File: src/rtl/dt_pkg.sv
package dt_pkg;
  localparam int unsigned FWD_BIT  = 1;
  localparam int unsigned PSEL_BIT = 8;
  localparam int unsigned SSEL_BIT = 9;
  localparam int unsigned FLAG_BIT = 10;
  localparam int unsigned SERR_BIT = 11;

  // terminal count for a run: span minus one
  function automatic int unsigned span_m1(input logic sel_short,
                                          input int unsigned long_exp,
                                          input int unsigned short_exp);
    int unsigned e;
    e = sel_short ? short_exp : long_exp;
    return (32'd1 << e) - 32'd1;
  endfunction
endpackage

File: src/rtl/dt_side_timer.sv
module dt_side_timer #(
  parameter int unsigned LONG_EXP  = 15,
  parameter int unsigned SHORT_EXP = 10
) (
  input  logic clk,
  input  logic rst_n,
  input  logic start,
  input  logic collect,
  input  logic sel_short,
  output logic busy,
  output logic expire,
  output logic discard
);
  localparam int unsigned CNT_W = (LONG_EXP > SHORT_EXP) ? LONG_EXP : SHORT_EXP;

  logic [CNT_W-1:0] cnt_q;

  assign expire = busy && (cnt_q == '0) && !collect && !start;

  always_ff @(posedge clk or negedge rst_n) begin
    if (!rst_n) begin
      busy    <= 1'b0;
      cnt_q   <= '0;
      discard <= 1'b0;
    end else begin
      discard <= expire;
      if (collect) begin
        busy <= 1'b0;
      end else if (start) begin
        busy  <= 1'b1;
        cnt_q <= CNT_W'(dt_pkg::span_m1(sel_short, LONG_EXP, SHORT_EXP));
      end else if (busy) begin
        if (cnt_q == '0) busy <= 1'b0;
        else             cnt_q <= cnt_q - 1'b1;
      end
    end
  end
endmodule

File: src/rtl/dt_ctrl_reg.sv
module dt_ctrl_reg #(
  parameter int unsigned REG_W = 16
) (
  input  logic             clk,
  input  logic             rst_n,
  input  logic             wr_en,
  input  logic [REG_W-1:0] wr_data,
  input  logic             any_expire,
  output logic [REG_W-1:0] rd_data,
  output logic             psel,
  output logic             ssel,
  output logic             serr_en,
  output logic             fwd_en
);
  import dt_pkg::*;

  localparam logic [REG_W-1:0] RW_MASK =
    REG_W'((1 << FWD_BIT) | (1 << PSEL_BIT) | (1 << SSEL_BIT) | (1 << SERR_BIT));

  logic [REG_W-1:0] cfg_q;
  logic             flag_q;

  always_ff @(posedge clk or negedge rst_n) begin
    if (!rst_n) begin
      cfg_q  <= '0;
      flag_q <= 1'b0;
    end else begin
      if (wr_en) cfg_q <= (cfg_q & ~RW_MASK) | (wr_data & RW_MASK);
      if (any_expire)                     flag_q <= 1'b1;
      else if (wr_en && wr_data[FLAG_BIT]) flag_q <= 1'b0;
    end
  end

  always_comb begin
    rd_data           = cfg_q;
    rd_data[FLAG_BIT] = flag_q;
  end

  assign psel    = cfg_q[PSEL_BIT];
  assign ssel    = cfg_q[SSEL_BIT];
  assign serr_en = cfg_q[SERR_BIT];
  assign fwd_en  = cfg_q[FWD_BIT];
endmodule

File: src/rtl/dt_serr_gen.sv
module dt_serr_gen (
  input  logic clk,
  input  logic rst_n,
  input  logic any_expire,
  input  logic serr_en,
  input  logic fwd_en,
  input  logic sec_serr_in,
  output logic serr_req
);
  always_ff @(posedge clk or negedge rst_n) begin
    if (!rst_n) serr_req <= 1'b0;
    else        serr_req <= (any_expire && serr_en) || (sec_serr_in && fwd_en);
  end
endmodule

File: src/rtl/brdg_discard_timer.sv
module brdg_discard_timer #(
  parameter int unsigned LONG_EXP  = 15,
  parameter int unsigned SHORT_EXP = 10,
  parameter int unsigned REG_W     = 16
) (
  input  logic             clk,
  input  logic             rst_n,
  input  logic             ctl_wr_en,
  input  logic [REG_W-1:0] ctl_wr_data,
  output logic [REG_W-1:0] ctl_rd_data,
  input  logic             pri_start,
  input  logic             pri_collect,
  input  logic             sec_start,
  input  logic             sec_collect,
  input  logic             sec_serr_in,
  output logic             pri_discard,
  output logic             sec_discard,
  output logic             serr_req
);
  localparam int unsigned NSIDE = 2;

  logic [NSIDE-1:0] side_start, side_collect, side_sel;
  logic [NSIDE-1:0] side_busy, side_expire, side_discard;
  logic             psel, ssel, serr_en, fwd_en, any_expire;

  assign side_start   = {sec_start, pri_start};
  assign side_collect = {sec_collect, pri_collect};
  assign side_sel     = {ssel, psel};
  assign any_expire   = |side_expire;

  for (genvar s = 0; s < NSIDE; s++) begin : g_side
    dt_side_timer #(.LONG_EXP(LONG_EXP), .SHORT_EXP(SHORT_EXP)) u_tmr (
      .clk      (clk),
      .rst_n    (rst_n),
      .start    (side_start[s]),
      .collect  (side_collect[s]),
      .sel_short(side_sel[s]),
      .busy     (side_busy[s]),
      .expire   (side_expire[s]),
      .discard  (side_discard[s])
    );
  end

  dt_ctrl_reg #(.REG_W(REG_W)) u_reg (
    .clk       (clk),
    .rst_n     (rst_n),
    .wr_en     (ctl_wr_en),
    .wr_data   (ctl_wr_data),
    .any_expire(any_expire),
    .rd_data   (ctl_rd_data),
    .psel      (psel),
    .ssel      (ssel),
    .serr_en   (serr_en),
    .fwd_en    (fwd_en)
  );

  dt_serr_gen u_serr (
    .clk        (clk),
    .rst_n      (rst_n),
    .any_expire (any_expire),
    .serr_en    (serr_en),
    .fwd_en     (fwd_en),
    .sec_serr_in(sec_serr_in),
    .serr_req   (serr_req)
  );

  assign pri_discard = side_discard[0];
  assign sec_discard = side_discard[1];
endmodule

File: config.mk
export PLATFORM = sky130hd
export DESIGN_NAME = brdg_discard_timer
export DESIGN_NICKNAME = d
export VERILOG_FILES = /design/src/rtl/dt_pkg.sv /design/src/rtl/dt_side_timer.sv /design/src/rtl/dt_ctrl_reg.sv /design/src/rtl/dt_serr_gen.sv /design/src/rtl/brdg_discard_timer.sv
export SDC_FILE = /design/constraint.sdc
export NUM_CORES = 1
export LEC_CHECK = 0
export CORE_UTILIZATION = 50
export CTS_CLUSTER_SIZE = 30
export DETAILED_ROUTE_END_ITERATION = 7
export DONT_BUFFER_PORTS = 1
export GPL_ROUTABILITY_DRIVEN = 0
export HOLD_SLACK_MARGIN = 0.15
export SLEW_MARGIN = 20
export SYNTH_ARGS = -nofsm -noshare
export SYNTH_HDL_FRONTEND = slang
export SYNTH_SLANG_ARGS = --single-unit
File: constraint.sdc
create_clock -name clk -period 3.6 [get_ports clk]
set_input_delay 0.18 -clock clk [delete_from_list [all_inputs] [get_ports clk]]
set_output_delay 0.18 -clock clk [all_outputs]
set_load 0.01 [all_outputs]
==> flow_summary.json <==
{
  "status": "complete, no violations",
  "ys_ff_latch": 40,
  "placementRows": 24,
  "clk_latency_ns": 0.29,
  "drtIter0Drc": 140,
  "synth_area_mm2": 0.002424,
  "die_area_mm2": 0.005129,
  "avgSynthCellArea_um2": 8.845,
  "fin_crit_sh_pct": 69.26,
  "crit_fanout": 14,
  "synthArstFlopShare_pct": 100.0,
  "postRouteAntennaNets": 0,
  "start_util_pct": 53.81,
  "ios": 43,
  "nNetsFinal": 305,
  "cts_htree_levels": 2,
  "grtUsageTotal_pct": 22.50,
  "dp_slack_ns": 1.157,
  "regArea_mm2": 0.001001,
  "port_buffers": 0,
  "hold_violations": 0,
  "multi_input_area_mm2": 0.001260,
  "path_clk_slew_ns": 0.07,
  "drive_gt1_share_pct": 9.319,
  "num_vias": 2042,
  "finClkSkew_ns": 0.002843,
  "die_w_um": 71.62,
  "yosysWarnings": 0,
  "postCtsSetupBuffers": 0,
  "antenna_found_initial": 0,
  "arrival_ns": 2.70,
  "worstSetupEndpointType": "flip-flop",
  "crit_required_ns": 3.81,
  "synthTopCellsByArea": "dfrtp_1 41%, a21oi_1 5.0%, buf_4 5.0%",
  "netlist.area_leader.share_pct": 41.30,
  "cts.root.buffer_cell": "clkbuf_8",
  "dp_hpwl_um": 3379,
  "wl_per_cell_um": 15.95,
  "power_density_mw_per_mm2": 545.7,
  "rsz0062_at_grt": "false",
  "cts_tree": "done",
  "max_freq_mhz": 401.0,
  "setup_ws_ns": 1.107,
  "yosysMostFrequentCell": "dfrtp_1",
  "synth_common_cells": "40 x dfrtp_1, 31 x nor2_1, 24 x a21oi_1",
  "clock-sinks": 40,
  "routed_wl_um": 5278,
  "synth_cell_types": 54,
  "vdd_drop_max_mv": 0.3221,
  "fillers": 395,
  "yosysSeqAreaShare_pct": 41.30,
  "worstSetupStartpointType": "flip-flop",
  "drt_first_pass_iters": 4,
  "viasPerCell": 6.169,
  "core_mm2": 0.004504,
  "synth-edff-count": 0,
  "post-route-drc-count": 0,
  "grt_pass1_vias": 1863,
  "grt_max_degree": 41,
  "fin_util_pct": 57.64,
  "tns_ns": 0,
  "path_class": "flip-flop to flip-flop",
  "maxSlewViolCount": 0,
  "worst_pin_slew_ns": 0.7855,
  "numCtsBuffers": 5,
  "overflow": 0,
  "min_period_ns": 2.493,
  "synth_area_leader_cell": "dfrtp_1",
  "yosys_most_used_dff": "dfrtp_1",
  "cap_violations": 0,
  "hp-class": "input pin to flip-flop",
  "syn2layout_area_growth_pct": 7.124,
  "clk_path_buf_depth": 2,
  "diodes": 0,
  "leakage_uw": 0.001097,
  "slew_headroom_pct": 47.15,
  "finalSetupViolCount": 0,
  "grt_pass1_wl_um": 9025,
  "die_y_um": 71.62,
  "synthCells": 274
}
-- worst max-delay path, stage by stage (launching register included) --
cell and delay [ns]:
dfrtp_1 0.44, nor4_1 0.66, nand4_1 0.23, nand2_1 0.34
inv_1 0.30, and4b_1 0.28, nor3_1 0.17
-- cell families after synthesis --
group	after synthesis	synth area share, %
and+or+nand+nor	122	27.21
xor gates and xnor gates	2	0.7229
muxes	6	2.736
adders and majority gates	2	1.032
AOI/OAI and AO/OA	68	18.59
other	1	0.1547
DFF	40	41.30
buffers and inverters	33	8.260
-- layer usage --
metal | vias to the layer above | wire length, µm | GRT usage [%]
li1 | 985 | - | -
met1 | 985 | 2697 | 33.88
met2 | 65 | 2210 | 32.60
met3 | 7 | 326 | 5.626
met4 | 0 | 43 | 5.229
met5 | - | 0 | 0
-- where the power goes --
group	internal [µW]	total, µW	leakage (µW)	switching, µW
Combinational	187	397	0.000552	210
Clock	171	323	0.0000503	152
Sequential	551	697	0.000495	146
Total	909	1420	0.00110	508
-- sequential cells by signal, summed over array words and instances, names as in the netlist --
name                  count
u_serr.serr_req           1
g_side.u_tmr.busy         2
u_reg.cfg_q               4
g_side.u_tmr.cnt_q       30
u_reg.flag_q              1
g_side.u_tmr.discard      2
-- path summary, 6_finish.rpt --
| path | from | to | slack (ns) | cells past startpoint |
|---|---|---|---|---|
| max | g_side[0].u_tmr.cnt_q[2] | g_side[0].u_tmr.cnt_q[9] | 1.11 | 6 |
| min | pri_start | g_side[0].u_tmr.cnt_q[0] | 0.17 | 2 |
| max reg2reg | g_side[0].u_tmr.cnt_q[2] | g_side[0].u_tmr.cnt_q[9] | 1.11 | 6 |
| min reg2reg | g_side[1].u_tmr.cnt_q[14] | g_side[1].u_tmr.cnt_q[14] | 0.51 | 2 |
| max in group asynchronous | rst_n | g_side[1].u_tmr.cnt_q[8] | 3.03 | 2 |
| min in group asynchronous | rst_n | g_side[0].u_tmr.cnt_q[11] | 0.38 | 2 |
-- what timing repair did --
action	CTS	global route
hold endpoints to repair	67	0
resized for setup	0	0
hold buffers	13	0
-- cell type report --
type | instances | area share (%)
Multi-Input combinational cell | 211 | 48.53
Timing Repair Buffer | 14 | 5.687
Inverter | 7 | 1.012
Tap cell | 52 | 2.506
Sequential cell | 40 | 38.55
Clock buffer | 7 | 3.711
-- placed cells by master, fill, tap and decap left out, types with 3 or more instances in the layout --
cell type | netlist | layout
a21oi_1 | 24 | 24
a31oi_1 | 3 | 3
and4_1 | 3 | 3
clkbuf_8 | 0 | 7
conb_1 | 1 | 11
dfrtp_1 | 40 | 40
dlygate4sd3_1 | 0 | 12
inv_1 | 5 | 5
mux2_2 | 5 | 5
nand2_1 | 23 | 23
nand2b_1 | 5 | 5
nand3_1 | 3 | 3
nand4_1 | 6 | 6
nor2_1 | 31 | 31
nor2b_1 | 4 | 4
nor3_1 | 18 | 18
nor4_1 | 10 | 10
o21ai_0 | 14 | 14
o22a_1 | 4 | 4
or2_2 | 6 | 6
or4_1 | 3 | 3
-- through the flow --
step           instances  hold slack (ns)  area (µm²)  power [µW]
3_5_place_dp         311          -0.1146        2360        1071
4_1_cts              331           0.1502        2596        1426
2_1_floorplan        284          -0.1156        2461        1004
5_1_grt              331           0.1774        2596        1529
3_3_place_gp         311          -0.1149        2360        1061
6_report             331           0.1658        2596        1417
Power figures use the tool's default switching activity.
